--- config.mk ---
export PLATFORM = sky130hd
export DESIGN_NAME = pbclk_div
export DESIGN_NICKNAME = d
export VERILOG_FILES = /design/src/rtl/pbdiv_pkg.sv /design/src/rtl/pbdiv_keylock.sv /design/src/rtl/pbdiv_ctrlreg.sv /design/src/rtl/pbdiv_counter.sv /design/src/rtl/pbclk_div.sv
export SDC_FILE = /design/constraint.sdc
export NUM_CORES = 1
export LEC_CHECK = 0
export BUFFER_PORTS_ARGS = -buffer_cell sky130_fd_sc_hd__buf_2
export CAP_MARGIN = 30
export CORE_ASPECT_RATIO = 1.2
export CORE_MARGIN = 1
export CORE_UTILIZATION = 40
export DETAILED_ROUTE_END_ITERATION = 12
export PLACE_DENSITY = 0.63
export SKIP_CTS_REPAIR_TIMING = 1
export SYNTH_ARGS = -nofsm -noshare
export SYNTH_HDL_FRONTEND = slang
export SYNTH_SLANG_ARGS = --single-unit
--- constraint.sdc ---
create_clock -name clk -period 4.01 [get_ports clk]
set_input_delay 0.802 -clock clk [delete_from_list [all_inputs] [get_ports clk]]
set_output_delay 0.802 -clock clk [all_outputs]
set_load 0.05 [all_outputs]
--- src/rtl/pbdiv_pkg.sv ---
package pbdiv_pkg;

  // Write port address decode.
  typedef enum logic [1:0] {
    ADR_CTRL = 2'd0,
    ADR_SET  = 2'd1,
    ADR_CLR  = 2'd2,
    ADR_KEY  = 2'd3
  } pbdiv_addr_e;

  // Key sequence tracker states.
  typedef enum logic [1:0] {
    KL_IDLE = 2'd0,
    KL_HALF = 2'd1,
    KL_OPEN = 2'd2
  } keylock_e;

endpackage

--- src/rtl/pbdiv_keylock.sv ---
module pbdiv_keylock
  import pbdiv_pkg::*;
#(
  parameter int unsigned     DATA_W     = 16,
  parameter logic [DATA_W-1:0] KEY_FIRST  = 16'hA5C3,
  parameter logic [DATA_W-1:0] KEY_SECOND = 16'h3C5A
) (
  input  logic              clk,
  input  logic              rst_n,
  input  logic              wr_en,
  input  logic [1:0]        wr_addr,
  input  logic [DATA_W-1:0] wr_data,
  output logic              unlocked
);

  keylock_e state_q;

  always_ff @(posedge clk or negedge rst_n) begin
    if (!rst_n) begin
      state_q <= KL_IDLE;
    end else if (wr_en) begin
      if (wr_addr == ADR_KEY) begin
        if (state_q == KL_HALF && wr_data == KEY_SECOND)
          state_q <= KL_OPEN;
        else if (wr_data == KEY_FIRST)
          state_q <= KL_HALF;
        else
          state_q <= KL_IDLE;
      end else begin
        // Any control write consumes an open lock (single shot).
        state_q <= KL_IDLE;
      end
    end
  end

  assign unlocked = (state_q == KL_OPEN);

  // the lock only opens right after the second key word.
  p_open_after_key2_r5 : assert property (@(posedge clk) disable iff (!rst_n)
    $rose(unlocked) |-> $past(wr_en && wr_addr == ADR_KEY && wr_data == KEY_SECOND));

  // a control write always closes the lock.
  p_single_shot_r5 : assert property (@(posedge clk) disable iff (!rst_n)
    (wr_en && wr_addr != ADR_KEY) |=> !unlocked);

endmodule

--- src/rtl/pbdiv_ctrlreg.sv ---
module pbdiv_ctrlreg
  import pbdiv_pkg::*;
#(
  parameter int unsigned DIV_W    = 7,
  parameter int unsigned RST_DIV  = 1,
  parameter bit          RST_EN   = 1'b1,
  parameter int unsigned MIN_HOLD = 2
) (
  input  logic             clk,
  input  logic             rst_n,
  input  logic             wr_en,
  input  logic [1:0]       wr_addr,
  input  logic [DIV_W-1:0] wr_div,
  input  logic             wr_gate,
  input  logic             unlocked,
  input  logic             load_ack,
  output logic [DIV_W-1:0] div_prog,
  output logic             gate_en,
  output logic             ready,
  output logic             load_req
);

  localparam int unsigned AGE_W = (MIN_HOLD < 2) ? 1 : $clog2(MIN_HOLD + 1);
  localparam logic [AGE_W-1:0] AGE_TOP = AGE_W'(MIN_HOLD - 1);

  logic             is_ctrl;
  logic             div_touch;
  logic [DIV_W-1:0] nx_div;
  logic             nx_gate;
  logic             accept;
  logic             pending_q;
  logic [AGE_W-1:0] age_q;

  assign is_ctrl = wr_en && (wr_addr != ADR_KEY);

  // Next value of the writable fields for each alias.
  always_comb begin
    nx_div    = div_prog;
    nx_gate   = gate_en;
    div_touch = 1'b0;
    case (wr_addr)
      ADR_CTRL: begin
        nx_div    = wr_div;
        nx_gate   = wr_gate;
        div_touch = 1'b1;
      end
      ADR_SET: begin
        nx_div    = div_prog | wr_div;
        nx_gate   = gate_en | wr_gate;
        div_touch = |wr_div;
      end
      ADR_CLR: begin
        nx_div    = div_prog & ~wr_div;
        nx_gate   = gate_en & ~wr_gate;
        div_touch = |wr_div;
      end
      default: begin
        nx_div    = div_prog;
        nx_gate   = gate_en;
        div_touch = 1'b0;
      end
    endcase
  end

  assign accept = is_ctrl && div_touch && unlocked && !pending_q;

  always_ff @(posedge clk or negedge rst_n) begin
    if (!rst_n) begin
      gate_en   <= RST_EN;
      div_prog  <= DIV_W'(RST_DIV);
      pending_q <= 1'b0;
      age_q     <= '0;
    end else begin
      if (is_ctrl) gate_en <= nx_gate;
      if (accept) begin
        div_prog  <= nx_div;
        pending_q <= 1'b1;
        age_q     <= '0;
      end else if (pending_q) begin
        if (load_ack)
          pending_q <= 1'b0;
        else if (age_q < AGE_TOP)
          age_q <= age_q + 1'b1;
      end
    end
  end

  assign ready    = !pending_q;
  assign load_req = pending_q && (age_q >= AGE_TOP);

  // a control write while busy leaves the divide field alone.
  p_busy_ignored_r8 : assert property (@(posedge clk) disable iff (!rst_n)
    (is_ctrl && pending_q) |=> $stable(div_prog));

  // without the key sequence the divide field is frozen.
  p_locked_ignored_r5 : assert property (@(posedge clk) disable iff (!rst_n)
    (is_ctrl && !unlocked) |=> $stable(div_prog));

  // the counter only acknowledges a pending load.
  p_ack_needs_pending_r7 : assert property (@(posedge clk) disable iff (!rst_n)
    load_ack |-> pending_q);

  // ready returns once the load is done.
  p_ready_after_load_r6 : assert property (@(posedge clk) disable iff (!rst_n)
    load_ack |=> ready);

  generate
    if (MIN_HOLD >= 2) begin : g_hold_chk
      // ready stays low for at least two cycles.
      p_ready_min_low_r6 : assert property (@(posedge clk) disable iff (!rst_n)
        $fell(ready) |=> !ready);
    end
  endgenerate

endmodule

--- src/rtl/pbdiv_counter.sv ---
module pbdiv_counter #(
  parameter int unsigned DIV_W   = 7,
  parameter int unsigned RST_DIV = 1
) (
  input  logic             clk,
  input  logic             rst_n,
  input  logic             load_req,
  input  logic [DIV_W-1:0] new_div,
  output logic             wrap,
  output logic             load_ack
);

  logic [DIV_W-1:0] cnt_q;
  logic [DIV_W-1:0] div_act_q;

  assign wrap     = (cnt_q == div_act_q);
  assign load_ack = load_req && wrap;

  always_ff @(posedge clk or negedge rst_n) begin
    if (!rst_n) begin
      cnt_q     <= '0;
      div_act_q <= DIV_W'(RST_DIV);
    end else if (wrap) begin
      cnt_q <= '0;
      if (load_req) div_act_q <= new_div;
    end else begin
      cnt_q <= cnt_q + 1'b1;
    end
  end

  // the count never passes the active terminal value.
  p_cnt_in_range_r2 : assert property (@(posedge clk) disable iff (!rst_n)
    cnt_q <= div_act_q);

  // a load restarts the period with the new ratio.
  p_load_restart_r7 : assert property (@(posedge clk) disable iff (!rst_n)
    load_ack |=> (cnt_q == '0 && div_act_q == $past(new_div)));

endmodule

--- src/rtl/pbclk_div.sv ---
module pbclk_div #(
  parameter int unsigned       DIV_W      = 7,
  parameter int unsigned       DATA_W     = 16,
  parameter int unsigned       GATE_POS   = 15,
  parameter int unsigned       RDY_POS    = 11,
  parameter int unsigned       RST_DIV    = 1,
  parameter bit                RST_EN     = 1'b1,
  parameter int unsigned       MIN_HOLD   = 2,
  parameter logic [DATA_W-1:0] KEY_FIRST  = 16'hA5C3,
  parameter logic [DATA_W-1:0] KEY_SECOND = 16'h3C5A
) (
  input  logic              clk,
  input  logic              rst_n,
  input  logic              wr_en_i,
  input  logic [1:0]        wr_addr_i,
  input  logic [DATA_W-1:0] wr_data_i,
  output logic [DATA_W-1:0] rd_data_o,
  output logic              clk_en_o
);

  logic             unlocked;
  logic [DIV_W-1:0] div_prog;
  logic             gate_en;
  logic             ready;
  logic             load_req;
  logic             load_ack;
  logic             wrap;

  pbdiv_keylock #(
    .DATA_W    (DATA_W),
    .KEY_FIRST (KEY_FIRST),
    .KEY_SECOND(KEY_SECOND)
  ) u_lock (
    .clk     (clk),
    .rst_n   (rst_n),
    .wr_en   (wr_en_i),
    .wr_addr (wr_addr_i),
    .wr_data (wr_data_i),
    .unlocked(unlocked)
  );

  pbdiv_ctrlreg #(
    .DIV_W   (DIV_W),
    .RST_DIV (RST_DIV),
    .RST_EN  (RST_EN),
    .MIN_HOLD(MIN_HOLD)
  ) u_reg (
    .clk     (clk),
    .rst_n   (rst_n),
    .wr_en   (wr_en_i),
    .wr_addr (wr_addr_i),
    .wr_div  (wr_data_i[DIV_W-1:0]),
    .wr_gate (wr_data_i[GATE_POS]),
    .unlocked(unlocked),
    .load_ack(load_ack),
    .div_prog(div_prog),
    .gate_en (gate_en),
    .ready   (ready),
    .load_req(load_req)
  );

  pbdiv_counter #(
    .DIV_W  (DIV_W),
    .RST_DIV(RST_DIV)
  ) u_cnt (
    .clk     (clk),
    .rst_n   (rst_n),
    .load_req(load_req),
    .new_div (div_prog),
    .wrap    (wrap),
    .load_ack(load_ack)
  );

  always_comb begin
    rd_data_o              = '0;
    rd_data_o[DIV_W-1:0]   = div_prog;
    rd_data_o[RDY_POS]     = ready;
    rd_data_o[GATE_POS]    = gate_en;
  end

  assign clk_en_o = wrap & gate_en;

endmodule

==> qor.log <==
qor: sta.min_period 2.59 ns
qor: power.p_seq_share 46.5%
qor: clock_network.insertion_delay 0.27 ns
qor: sta.tns 0 ns
qor: logic_synthesis.syn_area_per_cell 9.75 um^2
qor: sta.slew_headroom 58.4%
qor: global_route.antenna_violations_before_repair 0
qor: logic_synthesis.ys_seq_elements 27
qor: logic_synthesis.mappedNetlistArea 1550 um^2
qor: hold_path.hp-class reg -> reg
qor: floorplan.ioPinCount 38
qor: global_route.wire_length_of_the_first_global_routing_pass 5.54 mm
qor: sta.timing.final.hold_violations 0
qor: drt.routed_wire_length_per_instance 12.9 um
qor: finish.num-fill-cells 370
qor: global_route.grt_util_all_layers 17.5%
qor: floorplan.design.core.area 3660 um^2
qor: logic_synthesis.synth.top_cell.area_share 38.7%
qor: sta.post_route_clock_period_utilization 64.5%
qor: floorplan.floorplan.initialDensity 42.3%
qor: critical_path.cp_max_fo 3
qor: sta.setup-violations-final 0
qor: clock_network.cts-root-to-sink-buffers 2
qor: power.netSwitchingPower 0.345 mW
qor: finish.most_frequent_standard_cell_in_the_layout_excluding_fill_and_tap_cells sky130_fd_sc_hd__buf_2
qor: drt.tritonroute_pass_1_iters 6
qor: clock_network.clkSlewWorstSetupHoldPaths 0.09 ns
qor: critical_path.rr_endpoint u_cnt.div_act_q[2]$_DFFE_PN0N_
qor: sta.timing.final.ws_setup 1.42 ns
qor: place.port_buffers 30
qor: power.power.clock.fraction 16.6%
qor: critical_path.beginning_of_the_worst_register_to_register_path u_cnt.cnt_q[1]$_DFF_PN0_
qor: critical_path.timing.critical_path.from u_cnt.cnt_q[1]$_DFF_PN0_
qor: sta.max_clock_freq 387 MHz
qor: critical_path.cp.arrival 1.78 ns
qor: clock_network.h-tree-depth 1
qor: power.netSwitchingFraction 37.9%
qor: drt.number_of_vias_after_detailed_routing 1,213
qor: sta.skew 0.00240 ns
qor: logic_synthesis.synth.largest_area_cell sky130_fd_sc_hd__dfrtp_1
qor: status.run_status finished clean
qor: critical_path.ff2ff_setup_slack 2.15 ns
qor: run.drv_cap 0
qor: place.dpl_worst_slack 1.46 ns
qor: floorplan.placement_rows 24
qor: logic_synthesis.async_reset_ff_share 100%
qor: floorplan.chipWidth 58.8 um
qor: critical_path.end_kind output port
qor: power.static-leakage-power 0.795 nW
qor: critical_path.worst_setup_path_endpoint clk_en_o
qor: finish.final_layout_size_suffix_gt1_share 26.3%
qor: drt.route.final.wire_length 3.13 mm
qor: critical_path.critPathKind reg -> out
qor: finish.syn2layout_area_growth 14.3%
qor: logic_synthesis.synth_ff_type sky130_fd_sc_hd__dfrtp_1
qor: logic_synthesis.synth.top_cells.by_area sky130_fd_sc_hd__dfrtp_1 39%, sky130_fd_sc_hd__dfstp_2 5.1%, sky130_fd_sc_hd__mux2_2 5.1%, sky130_fd_sc_hd__xnor2_1 5.1%, sky130_fd_sc_hd__ha_1 4.8%
qor: finish.most_frequent_cells_in_the_layout 30 x sky130_fd_sc_hd__buf_2, 24 x sky130_fd_sc_hd__dfrtp_1, 13 x sky130_fd_sc_hd__nor2_1
qor: logic_synthesis.yosysUniqueCellTypes 36
qor: logic_synthesis.synth_sequential_area_ratio 43.8%
qor: global_route.grt_max_degree 28
qor: global_route.grt.overflow.total 0
qor: finish.num_antenna_cells 0
qor: global_route.grt_pass1_vias 1,205
qor: place.half_perimeter_wire_length_of_the_detailed_placement_result 2.59 mm
qor: sta.grt_setup_unrepaired no
qor: drt.detailedRoute.firstIterationViolations 52
qor: logic_synthesis.post_synth_inst_count 159
qor: logic_synthesis.ys_warn_count 0
qor: sta.finalMaxSlewViolations 0
qor: power.powerDensity 513 nW/um^2
qor: finish.fin_nets 218
qor: drt.antenna_left 0
qor: sta.worst_slew_pin_slew 0.619 ns
qor: clock_network.clock_tree_from_tritoncts yes
qor: place.place_congestion 0.838
qor: clock_network.numCtsBuffers 3
qor: logic_synthesis.synth-edff-count 0
qor: floorplan.total_die_area 4130 um^2
qor: drt.drcViolationCount 0
qor: critical_path.r2r_cells 4
qor: critical_path.cp-start-kind flip-flop
qor: floorplan.fp.dieH 70.2 um
qor: power.internal-power 0.565 mW
qor: critical_path.worstPathRequired 3.21 ns
qor: clock_network.cts_sinks 27
qor: power.ir_drop 149 uV
qor: drt.route.detailed.vias_per_inst 5.01
qor: power.power_frac_comb 36.9%
qor: clock_network.cts_root_buffer sky130_fd_sc_hd__clkbuf_8
-- stage by stage --
step / cell area [um^2] / hold slack, ns / util (%) / power [mW] / instances
6_report: 1770 / 0.493 / 48.4 / 0.910 / 242
2_1_floorplan: 1570 / 0.450 / - / 0.685 / 165
3_5_place_dp: 1720 / 0.478 / 47.0 / 0.769 / 238
4_1_cts: 1770 / 0.493 / 48.4 / 0.923 / 242
5_1_grt: 1770 / 0.524 / 48.4 / 0.982 / 242
3_3_place_gp: 1720 / 0.466 / 47.0 / 0.752 / 238
-- cell type report --
type	instances	area (um^2)	area share, %
Clock buffer	3	41.3	2.33
Clock inverter	1	7.51	0.424
Inverter	8	30.0	1.69
Multi-Input combinational cell	120	791	44.6
Sequential cell	27	679	38.3
Tap cell	52	65.1	3.67
Timing Repair Buffer	31	158	8.90
-- synthesized netlist by cell type (3+ instances only) --
cell type and number:
sky130_fd_sc_hd__mux2_2 7, sky130_fd_sc_hd__a31oi_1 8, sky130_fd_sc_hd__nor2_1 13, sky130_fd_sc_hd__nand2b_1 3, sky130_fd_sc_hd__nand3_1 4, sky130_fd_sc_hd__ha_1 6
sky130_fd_sc_hd__dfstp_2 3, sky130_fd_sc_hd__xnor2_1 9, sky130_fd_sc_hd__buf_4 9, sky130_fd_sc_hd__a21oi_1 8, sky130_fd_sc_hd__o21ai_0 10, sky130_fd_sc_hd__inv_1 8
sky130_fd_sc_hd__nand4_1 3, sky130_fd_sc_hd__nor2b_1 8, sky130_fd_sc_hd__xor2_1 3, sky130_fd_sc_hd__or4_1 3, sky130_fd_sc_hd__dfrtp_1 24, sky130_fd_sc_hd__nand2_1 12
-- sequential cells by signal (all words and copies together) (netlist names) --
| name | flops |
|---|---|
| u_cnt.cnt_q | 7 |
| u_cnt.div_act_q | 7 |
| u_reg.div_prog | 7 |
| u_lock.state_q | 2 |
| u_reg.age_q | 2 |
| u_reg.gate_en | 1 |
| u_reg.pending_q | 1 |
-- layer usage --
metal	wire length [um]	vias up	global-route usage, %
met5	0	-	0
met4	71	0	7.41
met3	63	7	2.96
met2	1600	27	29.4
met1	1390	575	21.7
li1	-	604	-
-- critical path, stage by stage (launching register included) --
cell and delay, ns:
sky130_fd_sc_hd__dfrtp_1 0.42, sky130_fd_sc_hd__xnor2_1 0.19, sky130_fd_sc_hd__nand4_1 0.21, sky130_fd_sc_hd__nor3_1 0.28, sky130_fd_sc_hd__and2_2 0.17, sky130_fd_sc_hd__buf_2 0.25
-- cell families after synthesis --
| kind of cell | share of synthesized area (%) |
|---|---|
| mux | 5.09 |
| flops | 43.8 |
| xor+xnor | 6.78 |
| buf+inv | 6.62 |
| fa+ha+maj | 4.84 |
| compound gates | 11.8 |
| other cells | 0.242 |
| simple gates | 20.8 |
-- worst min path at each step --
stage                                     from                          to  cells after the start
floorplan           u_reg.age_q[0]$_DFFE_PN0P_  u_reg.age_q[0]$_DFFE_PN0P_                      1
global placement    u_reg.age_q[0]$_DFFE_PN0P_  u_reg.age_q[0]$_DFFE_PN0P_                      1
detailed placement  u_reg.age_q[0]$_DFFE_PN0P_  u_reg.age_q[0]$_DFFE_PN0P_                      1
CTS                 u_reg.age_q[0]$_DFFE_PN0P_  u_reg.age_q[0]$_DFFE_PN0P_                      1
global route        u_reg.age_q[0]$_DFFE_PN0P_  u_reg.age_q[0]$_DFFE_PN0P_                      1
finish              u_reg.age_q[0]$_DFFE_PN0P_  u_reg.age_q[0]$_DFFE_PN0P_                      1
-- power groups by stage --
stage / Sequential (mW) / Clock [mW] / Combinational [mW]
after floorplan: 0.431 / 0 / 0.254
after global placement: 0.426 / 0 / 0.326
after detailed placement: 0.431 / 0 / 0.338
after CTS: 0.426 / 0.158 / 0.339
after global routing: 0.436 / 0.174 / 0.372
final: 0.423 / 0.151 / 0.335
Note: power is estimated with default switching activity, not from simulation.
